File: src/rtl/hbf_pkg.sv
package hbf_pkg;

  // Control-to-datapath strobes, one bit each
  typedef struct packed {
    logic newEvent;  // first beat of an event: clear results, capture config
    logic load;      // store the current beat
    logic gather;    // collect one chip's hits into the sort slots
    logic sortStep;  // one compare-exchange phase
    logic sortOdd;   // phase parity: pairs (1,2),(3,4).. when set
    logic search;    // find the burst and mark its hits
    logic finish;    // write keep and qualified bits
  } hbf_strobe_t;

endpackage

File: src/rtl/hbf_burst_search.sv
module hbf_burst_search #(
  parameter int SLOTS     = 8,
  parameter int TDC_W     = 13,
  parameter int MIN_BURST = 4,
  parameter int SPAN      = 16,
  parameter int SCNT_W    = 4
) (
  input  logic [SLOTS-1:0][TDC_W-1:0] sortTdc,
  input  logic [SCNT_W-1:0]           slotCnt,
  output logic [SLOTS-1:0]            burstMask
);

  logic found;

  // Largest group first, then the earliest start within a size
  always_comb begin
    burstMask = '0;
    found     = 1'b0;
    for (int n = SLOTS; n >= MIN_BURST; n--) begin
      for (int k = 0; k + n <= SLOTS; k++) begin
        if (!found && (k + n) <= int'(slotCnt) &&
            (sortTdc[k+n-1] - sortTdc[k]) <= TDC_W'(SPAN)) begin
          found = 1'b1;
          for (int b = 0; b < SLOTS; b++) begin
            if (b >= k && b < k + n) burstMask[b] = 1'b1;
          end
        end
      end
    end
  end

endmodule

File: src/rtl/hbf_ctrl.sv
module hbf_ctrl
  import hbf_pkg::*;
#(
  parameter int MAX_HITS = 16,
  parameter int ASICS    = 6,
  parameter int ASIC_W   = 3,
  parameter int SLOTS    = 8
) (
  input  logic                        clk,
  input  logic                        rstN,
  input  logic                        inValid,
  input  logic                        inLast,
  output logic                        inReady,
  output hbf_strobe_t                 stb,
  output logic [$clog2(MAX_HITS)-1:0] wrIdx,
  output logic [ASIC_W-1:0]           asicSel,
  output logic                        done
);

  localparam int IDX_W = $clog2(MAX_HITS);
  localparam int CNT_W = $clog2(MAX_HITS + 1);
  localparam int PH_W  = $clog2(SLOTS);

  typedef enum logic [2:0] {
    ST_IDLE, ST_LOAD, ST_GATHER, ST_SORT, ST_SEARCH, ST_FINAL, ST_POST
  } state_t;

  state_t            state, nextState;
  logic [CNT_W-1:0]  hitCnt;
  logic [PH_W-1:0]   phase;

  always_comb begin
    stb       = '0;
    inReady   = 1'b0;
    wrIdx     = hitCnt[IDX_W-1:0];
    nextState = state;
    case (state)
      ST_IDLE: begin
        inReady = 1'b1;
        wrIdx   = '0;
        if (inValid) begin
          stb.newEvent = 1'b1;
          stb.load     = 1'b1;
          nextState    = (inLast || MAX_HITS == 1) ? ST_GATHER : ST_LOAD;
        end
      end
      ST_LOAD: begin
        inReady = 1'b1;
        if (inValid) begin
          stb.load = 1'b1;
          if (inLast || hitCnt == CNT_W'(MAX_HITS - 1)) nextState = ST_GATHER;
        end
      end
      ST_GATHER: begin
        stb.gather = 1'b1;
        nextState  = ST_SORT;
      end
      ST_SORT: begin
        stb.sortStep = 1'b1;
        stb.sortOdd  = phase[0];
        if (phase == PH_W'(SLOTS - 1)) nextState = ST_SEARCH;
      end
      ST_SEARCH: begin
        stb.search = 1'b1;
        nextState  = (asicSel == ASIC_W'(ASICS - 1)) ? ST_FINAL : ST_GATHER;
      end
      ST_FINAL: begin
        stb.finish = 1'b1;
        nextState  = ST_POST;
      end
      default: nextState = ST_IDLE;
    endcase
  end

  always_ff @(posedge clk or negedge rstN) begin
    if (!rstN) begin
      state   <= ST_IDLE;
      hitCnt  <= '0;
      phase   <= '0;
      asicSel <= '0;
      done    <= 1'b0;
    end else begin
      state <= nextState;
      done  <= (state == ST_POST);
      if (stb.load) hitCnt <= stb.newEvent ? CNT_W'(1) : hitCnt + CNT_W'(1);
      if (stb.gather) phase <= '0;
      else if (stb.sortStep) phase <= phase + PH_W'(1);
      if (stb.newEvent) asicSel <= '0;
      else if (stb.search && asicSel != ASIC_W'(ASICS - 1)) asicSel <= asicSel + ASIC_W'(1);
    end
  end


  load_stop_chk: assert property (@(posedge clk) disable iff (!rstN)
    (inValid && inReady && inLast) |=> !inReady);


  load_cap_chk: assert property (@(posedge clk) disable iff (!rstN)
    (state == ST_LOAD) |-> (hitCnt < CNT_W'(MAX_HITS)));


  done_pulse_chk: assert property (@(posedge clk) disable iff (!rstN)
    done |=> !done);

endmodule

File: src/rtl/hbf_dp.sv
module hbf_dp
  import hbf_pkg::*;
#(
  parameter int MAX_HITS  = 16,
  parameter int CHAN_W    = 6,
  parameter int TDC_W     = 13,
  parameter int ADC_W     = 14,
  parameter int ASIC_W    = 3,
  parameter int SLOTS     = 8,
  parameter int MIN_BURST = 4,
  parameter int SPAN      = 16,
  parameter int WIN_LO    = 4450,
  parameter int WIN_HI    = 4950,
  parameter int FLAG_LO   = 10,
  parameter int FLAG_HI   = 10000
) (
  input  logic                        clk,
  input  logic                        rstN,
  input  hbf_strobe_t                 stb,
  input  logic [$clog2(MAX_HITS)-1:0] wrIdx,
  input  logic [ASIC_W-1:0]           asicSel,
  input  logic [CHAN_W-1:0]           inChan,
  input  logic [TDC_W-1:0]            inTdc,
  input  logic [ADC_W-1:0]            inAdc,
  input  logic                        inDead,
  input  logic                        cfgXtEn,
  input  logic                        cfgAdcEn,
  input  logic                        cfgDeadEn,
  input  logic [ADC_W-1:0]            cfgAdcThr,
  output logic [MAX_HITS-1:0]         keepVec,
  output logic [MAX_HITS-1:0]         qualVec
);

  localparam int IDX_W  = $clog2(MAX_HITS);
  localparam int SLOT_W = $clog2(SLOTS);
  localparam int SCNT_W = $clog2(SLOTS + 1);
  localparam int SH     = CHAN_W - ASIC_W;

  // Hit store
  logic [MAX_HITS-1:0][CHAN_W-1:0] hChan;
  logic [MAX_HITS-1:0][TDC_W-1:0]  hTdc;
  logic [MAX_HITS-1:0][ADC_W-1:0]  hAdc;
  logic [MAX_HITS-1:0]             hDead, hVal, xtFlag;

  // Captured config
  logic             xtEnQ, adcEnQ, deadEnQ;
  logic [ADC_W-1:0] thrQ;

  // Sort slots
  logic [SLOTS-1:0][TDC_W-1:0] sTdc, gTdc, nTdc;
  logic [SLOTS-1:0][IDX_W-1:0] sIdx, gIdx, nIdx;
  logic [SLOTS-1:0]            sVal, gVal, nVal;
  logic [SCNT_W-1:0]           sCnt, gCnt;
  logic [SLOTS-1:0]            burstMask;
  logic [MAX_HITS-1:0]         keepNext, qualNext;

  // Compact the selected chip's hits, in load order, into the slots
  always_comb begin
    gTdc = '1;
    gIdx = '0;
    gVal = '0;
    gCnt = '0;
    for (int i = 0; i < MAX_HITS; i++) begin
      if (hVal[i] && hChan[i][CHAN_W-1:SH] == asicSel && gCnt < SCNT_W'(SLOTS)) begin
        gTdc[gCnt[SLOT_W-1:0]] = hTdc[i];
        gIdx[gCnt[SLOT_W-1:0]] = IDX_W'(i);
        gVal[gCnt[SLOT_W-1:0]] = 1'b1;
        gCnt = gCnt + SCNT_W'(1);
      end
    end
  end

  // One odd-even transposition phase; swap only on strict order so ties keep load order
  always_comb begin
    nTdc = sTdc;
    nIdx = sIdx;
    nVal = sVal;
    for (int j = 0; j < SLOTS - 1; j++) begin
      if ((((j % 2) == 1) == stb.sortOdd) && sTdc[j] > sTdc[j+1]) begin
        nTdc[j] = sTdc[j+1]; nTdc[j+1] = sTdc[j];
        nIdx[j] = sIdx[j+1]; nIdx[j+1] = sIdx[j];
        nVal[j] = sVal[j+1]; nVal[j+1] = sVal[j];
      end
    end
  end

  hbf_burst_search #(
    .SLOTS(SLOTS), .TDC_W(TDC_W), .MIN_BURST(MIN_BURST), .SPAN(SPAN), .SCNT_W(SCNT_W)
  ) search_i (
    .sortTdc(sTdc), .slotCnt(sCnt), .burstMask(burstMask)
  );

  // Final cuts per hit
  always_comb begin
    for (int i = 0; i < MAX_HITS; i++) begin
      keepNext[i] = hVal[i] && !xtFlag[i] &&
                    hTdc[i] >= TDC_W'(WIN_LO) && hTdc[i] <= TDC_W'(WIN_HI) &&
                    (!adcEnQ || hAdc[i] >= thrQ) &&
                    (!deadEnQ || !hDead[i]);
      qualNext[i] = keepNext[i] && hAdc[i] > ADC_W'(FLAG_LO) && hAdc[i] < ADC_W'(FLAG_HI);
    end
  end

  always_ff @(posedge clk or negedge rstN) begin
    if (!rstN) begin
      hChan <= '0; hTdc <= '0; hAdc <= '0; hDead <= '0; hVal <= '0; xtFlag <= '0;
      xtEnQ <= 1'b0; adcEnQ <= 1'b0; deadEnQ <= 1'b0; thrQ <= '0;
      sTdc <= '1; sIdx <= '0; sVal <= '0; sCnt <= '0;
      keepVec <= '0; qualVec <= '0;
    end else begin
      if (stb.newEvent) begin
        hVal    <= '0;
        xtFlag  <= '0;
        keepVec <= '0;
        qualVec <= '0;
        xtEnQ   <= cfgXtEn;
        adcEnQ  <= cfgAdcEn;
        deadEnQ <= cfgDeadEn;
        thrQ    <= cfgAdcThr;
      end
      if (stb.load) begin
        hChan[wrIdx] <= inChan;
        hTdc[wrIdx]  <= inTdc;
        hAdc[wrIdx]  <= inAdc;
        hDead[wrIdx] <= inDead;
        hVal[wrIdx]  <= 1'b1;
      end
      if (stb.gather) begin
        sTdc <= gTdc; sIdx <= gIdx; sVal <= gVal; sCnt <= gCnt;
      end else if (stb.sortStep) begin
        sTdc <= nTdc; sIdx <= nIdx; sVal <= nVal;
      end
      if (stb.search && xtEnQ) begin
        for (int j = 0; j < SLOTS; j++) begin
          if (burstMask[j] && sVal[j]) xtFlag[sIdx[j]] <= 1'b1;
        end
      end
      if (stb.finish) begin
        keepVec <= keepNext;
        qualVec <= qualNext;
      end
    end
  end

  // Order of the sorted slots, for the check below
  logic sortedOk;
  always_comb begin
    sortedOk = 1'b1;
    for (int j = 0; j < SLOTS - 1; j++) begin
      if (sVal[j+1] && sTdc[j] > sTdc[j+1]) sortedOk = 1'b0;
    end
  end


  sort_order_chk: assert property (@(posedge clk) disable iff (!rstN)
    stb.search |-> sortedOk);


  burst_size_chk: assert property (@(posedge clk) disable iff (!rstN)
    stb.search |-> (burstMask == '0 || $countones(burstMask) >= MIN_BURST));


  flag_write_chk: assert property (@(posedge clk) disable iff (!rstN)
    (!stb.search && !stb.newEvent) |=> $stable(xtFlag));


  qual_sub_chk: assert property (@(posedge clk) disable iff (!rstN)
    (qualVec & ~keepVec) == '0);


  keep_hold_chk: assert property (@(posedge clk) disable iff (!rstN)
    (!stb.finish && !stb.newEvent) |=> $stable(keepVec));

endmodule

File: src/rtl/hit_burst_filter.sv
module hit_burst_filter
  import hbf_pkg::*;
#(
  parameter int MAX_HITS    = 16,
  parameter int CHAN_W      = 6,
  parameter int TDC_W       = 13,
  parameter int ADC_W       = 14,
  parameter int CH_PER_ASIC = 8,
  parameter int ASICS       = 6,
  parameter int SLOTS       = 8,
  parameter int MIN_BURST   = 4,
  parameter int SPAN        = 16,
  parameter int WIN_LO      = 4450,
  parameter int WIN_HI      = 4950,
  parameter int FLAG_LO     = 10,
  parameter int FLAG_HI     = 10000
) (
  input  logic                clk,
  input  logic                rstN,
  input  logic                inValid,
  output logic                inReady,
  input  logic                inLast,
  input  logic [CHAN_W-1:0]   inChan,
  input  logic [TDC_W-1:0]    inTdc,
  input  logic [ADC_W-1:0]    inAdc,
  input  logic                inDead,
  input  logic                cfgXtEn,
  input  logic                cfgAdcEn,
  input  logic                cfgDeadEn,
  input  logic [ADC_W-1:0]    cfgAdcThr,
  output logic [MAX_HITS-1:0] keepVec,
  output logic [MAX_HITS-1:0] qualVec,
  output logic                done
);

  localparam int ASIC_W = CHAN_W - $clog2(CH_PER_ASIC);
  localparam int IDX_W  = $clog2(MAX_HITS);

  hbf_strobe_t        stb;
  logic [IDX_W-1:0]   wrIdx;
  logic [ASIC_W-1:0]  asicSel;

  hbf_ctrl #(
    .MAX_HITS(MAX_HITS), .ASICS(ASICS), .ASIC_W(ASIC_W), .SLOTS(SLOTS)
  ) ctrl_i (
    .clk(clk), .rstN(rstN), .inValid(inValid), .inLast(inLast), .inReady(inReady),
    .stb(stb), .wrIdx(wrIdx), .asicSel(asicSel), .done(done)
  );

  hbf_dp #(
    .MAX_HITS(MAX_HITS), .CHAN_W(CHAN_W), .TDC_W(TDC_W), .ADC_W(ADC_W),
    .ASIC_W(ASIC_W), .SLOTS(SLOTS), .MIN_BURST(MIN_BURST), .SPAN(SPAN),
    .WIN_LO(WIN_LO), .WIN_HI(WIN_HI), .FLAG_LO(FLAG_LO), .FLAG_HI(FLAG_HI)
  ) dp_i (
    .clk(clk), .rstN(rstN), .stb(stb), .wrIdx(wrIdx), .asicSel(asicSel),
    .inChan(inChan), .inTdc(inTdc), .inAdc(inAdc), .inDead(inDead),
    .cfgXtEn(cfgXtEn), .cfgAdcEn(cfgAdcEn), .cfgDeadEn(cfgDeadEn), .cfgAdcThr(cfgAdcThr),
    .keepVec(keepVec), .qualVec(qualVec)
  );


  done_valid_chk: assert property (@(posedge clk) disable iff (!rstN)
    done |-> $stable(keepVec) && $stable(qualVec));

endmodule

File: config.mk
export PLATFORM = sky130hd
export DESIGN_NAME = hit_burst_filter
export DESIGN_NICKNAME = d
export VERILOG_FILES = /design/src/rtl/hbf_pkg.sv /design/src/rtl/hbf_burst_search.sv /design/src/rtl/hbf_ctrl.sv /design/src/rtl/hbf_dp.sv /design/src/rtl/hit_burst_filter.sv
export SDC_FILE = /design/constraint.sdc
export NUM_CORES = 2
export LEC_CHECK = 0
export CELL_PAD_IN_SITES_DETAIL_PLACEMENT = 0
export CELL_PAD_IN_SITES_GLOBAL_PLACEMENT = 1
export CORE_MARGIN = 8
export CORE_UTILIZATION = 45
export CTS_CLUSTER_DIAMETER = 30
export DETAILED_ROUTE_END_ITERATION = 6
export GPL_TIMING_DRIVEN = 0
export PLACE_DENSITY = 0.81
export SLEW_MARGIN = 20
export SYNTH_ARGS = -nofsm -noshare
export SYNTH_HDL_FRONTEND = slang
export SYNTH_SLANG_ARGS = --single-unit
File: constraint.sdc
create_clock -name clk -period 13.2 [get_ports clk]
set_input_delay 1.98 -clock clk [delete_from_list [all_inputs] [get_ports clk]]
set_output_delay 1.98 -clock clk [all_outputs]
set_load 0.03 [all_outputs]
==> flow_summary.toml <==
[status]
run_status = "complete, but fails checks"
violations = "design-rule violations"

[placement]
dpl.hpwl_um = 269000
numPortBuffers = 85
gp_congestion = 1.11

[floorplan]
starting_density_of_the_core = 0.453
die_h_um = 396
design.portCount = 89
die_area_mm2 = 0.157
core.rowCount = 139
placeableCoreArea_mm2 = 0.144
die_width_um = 396

[worst_setup_path]
critical-path-max-stage-delay_ns = 0.57
criticalPathCategory = "flop to flop"
worst_r2r_startpoint = "ctrl_i.asicSel[2]"
critPathLaunch = "ctrl_i.asicSel[2]"
crit_required_ns = 13.92
worst-path-max-fanout = 19
reg2reg_setup_slack_ns = 0.13
critical_path.startpoint_type = "flop"
r2r_cells = 55
critical_path.slowest_cell = "o2111ai_1"
critical_path.most_common_cell = "ha_1"
r2r_end = "dp_i.sTdc[85]"
arrival_time_worst_endpoint_ns = 13.78
critical_path.endpoint_type = "flop"

[sta]
fin_worst_hold_slack_ns = 0.471
hold_viol_final = 0
achievable-frequency_mhz = 76.5
tightest_slew_ns = 1.31
totalNegativeSetupSlack_ns = 0
final_min_period_over_clock_period = 0.990
final_max_slew_viol_count = 0
fin_worst_skew_ns = 0.106
timing.max_slew.rel_slack = 0.129
setup_viol = 0
layout_min_cycle_time_ns = 13.07

[route]
wl_met1_um = 135000
detail_route.first_pass.iterations = 7
dr.first_iter.drc_count = 9244
postRouteAntennaNets = 0
routedWlPerCell_um = 34.0
met2_length_um = 146000
routed-wl-met3_um = 37500
finalWirelength_um = 348000
maxUsedRoutingLayer = "met5"
route.vias.total = 69800
post-route-drc-count = 12
post_dr_vias_cell = 6.82

[global_routing]
via_count_of_the_first_global_routing_pass = 66400
grt_remaining_overflow = 0
first_pass_grt_wire_length_um = 487000
grt_use_total = 0.423
grt_start_max_net_pins = 101
grt_antenna_before_repair = 23

[synth]
ys_async_sr_fraction = 1.00
ys_warn_count = 0
synth_seq_area_share = 0.286
yosys.cell_types.count = 118
avgSynthCellArea_um2 = 8.35
ys_seq_elements = 740
yosys.area.top_type_share = 0.244
synth_edf_count = 0
syn-num-nets = 8372
post_syn_instances = 7795
post_synth_instance_area_mm2 = 0.0651
synth-main-ff-cell = "dfrtp_1"
synth.top_cells.by_area = "dfrtp_1, ha_1, mux2_2, nand2_1, o21ai_0"
synth_top_cell_by_area = "dfrtp_1"

[cts]
numCtsBuffers = 212
cts.htree.levels = 4
tritoncts_num_sinks = 740
ctsLongestPathBuffers = 3
clkSlewWorstSetupHoldPaths_ns = 0.05
clkLatencyLatePin_ns = 0.88
cts_root_buf = "clkbuf_16"
clock_tree_from_tritoncts = "done"

[power]
irDropWorstVdd_uv = 206
power.static_leakage_nw = 33.7
power_mw = 22.2
power.internal_mw = 11.4
net-switching-power_mw = 10.8
cellPowerDensity_mw_per_mm2 = 286
power.sequential.fraction = 0.200
pwr-share-comb = 0.550
sw_frac_of_total = 0.486
clock_power_share = 0.250

[hold_path]
worst_hold_startpoint = "dp_i.keepVec[8]"
holdPathEnd = "dp_i.keepVec[8]"
hold_depth = 1
hp-class = "flop to flop"

[cells_and_area]
layout.nets = 8712
layout_area_growth_over_synthesis_pct = 19.2
drive_above_1_share = 0.155

[run]
max_cap_viol_count = 0
## Yosys cell counts, types with 20 or more instances
| cell | number |
|---|---|
| nand2_1 | 813 |
| dfrtp_1 | 636 |
| o21ai_0 | 588 |
| clkbuf_1 | 550 |
| nor2_1 | 536 |
| ha_1 | 521 |
| mux2_2 | 502 |
| a21oi_1 | 415 |
| o211ai_1 | 304 |
| inv_1 | 271 |
| mux2i_1 | 221 |
| nand3_1 | 214 |
| nor3_1 | 182 |
| nor2b_1 | 120 |
| nand2b_1 | 116 |
| nand4_1 | 107 |
| dfstp_2 | 104 |
| o21a_1 | 99 |
| a31oi_1 | 95 |
| nor4_1 | 91 |
| xnor2_1 | 90 |
| a211oi_1 | 83 |
| o22ai_1 | 80 |
| a21o_1 | 78 |
| a22oi_1 | 62 |
| buf_1 | 61 |
| o2111ai_1 | 53 |
| o31ai_1 | 47 |
| a221oi_1 | 46 |
| a21boi_0 | 39 |
| and3_1 | 39 |
| a211o_1 | 35 |
| xor2_1 | 33 |
| and2_1 | 32 |
| a31o_2 | 30 |
| a22o_1 | 29 |
| or4_1 | 29 |
| or3_1 | 24 |
| o221ai_1 | 23 |
| o311ai_0 | 22 |
| buf_2 | 21 |
| o211a_1 | 20 |
| o22a_1 | 20 |
## worst max path at each step
stage	to	slack [ns]	cells after the start
2_1_floorplan	dp_i.sTdc[102]	0.42	59
3_3_place_gp	dp_i.hTdc[29]	-24.97	1
3_5_place_dp	dp_i.sIdx[8]	-4.23	58
4_1_cts	dp_i.sTdc[98]	0.0007	58
5_1_grt	dp_i.sIdx[5]	-0.05	58
6_report	dp_i.sTdc[85]	0.13	55
## timing repair
item	in CTS	in global routing
hold buffers	0	0
pin swaps	6	9
resized for setup	114	54
setup endpoints to repair	148	148
setup buffers	6	16
## placed cells by master, fill, tap and decap left out, types with 107 or more instances in the layout
master     count
o211ai_1     304
mux2_2       502
mux2i_1      216
inv_1        254
dfrtp_1      634
nor3_1       168
nand3_1      214
clkbuf_1     545
o21ai_0      584
nor2_1       530
nand2b_1     116
clkbuf_16    212
nand4_1      107
nor2b_1      120
nand2_1      812
a21oi_1      408
ha_1         518
## worst max-delay path, delay by kind of cell (launching register included)
kind	cells	cell delay, ns
adder cells (fa/ha/maj)	11	3.50
AO/OA/AOI/OAI	6	1.65
multiplexers	6	1.27
AND/OR/NAND/NOR	14	2.60
XOR/XNOR	3	0.68
buffers and inverters	15	2.78
flip-flops	1	0.44
## sequential cells by signal, summed over array words and instances, names as in the netlist, 32 cells and up
signal / count
dp_i.sTdc: 104
dp_i.sIdx: 32
dp_i.hTdc: 208
dp_i.hAdc: 224
dp_i.hChan: 48
## final cells by class
cell class,instances,area (µm²)
plain buffers,632,2530
diodes,19,47.5
well taps,1903,2380
repair buffers,131,1410
fillers,13500,66100
clock buffers,259,5660
flip-flops and latches,740,18700
multi-input cells,6140,43700
inverters,278,1050
clock inverters,137,2150
## power groups by stage
stage / sequential, mW / combinational [mW] / clock [mW]
CTS: 4.36 / 11.5 / 5.57
global placement: 4.38 / 11.0 / 0
finish: 4.44 / 12.2 / 5.56
floorplan: 3.72 / 7.59 / 0
global route: 4.44 / 12.9 / 5.70
detailed placement: 4.38 / 11.3 / 0
## routing by layer
metal | up-vias | GRT usage
met2 | 4758 | 0.631
met5 | - | 0
met4 | 6 | 0.291
met1 | 34000 | 0.536
li1 | 29700 | -
met3 | 1250 | 0.111
## kinds of logic after synthesis
logic type / count (synthesis) / synth area share
fa+ha+maj: 522 / 0.100
buf+inv: 915 / 0.0535
simple gates: 2417 / 0.178
flops: 740 / 0.286
mux: 726 / 0.122
xor+xnor: 137 / 0.0210
compound gates: 2338 / 0.239
## stage by stage
stage	setup slack, ns	std cells	area (µm²)	utilization
CTS	0.000723	10200	77200	0.537
global route	-0.0537	10200	77500	0.540
detailed placement	-4.23	9806	68900	0.479
global placement	-24.97	9783	68300	0.476
floorplan	0.418	7795	65100	-
finish	0.135	10200	77600	0.540
No activity file was read; power rests on OpenSTA's default activity.
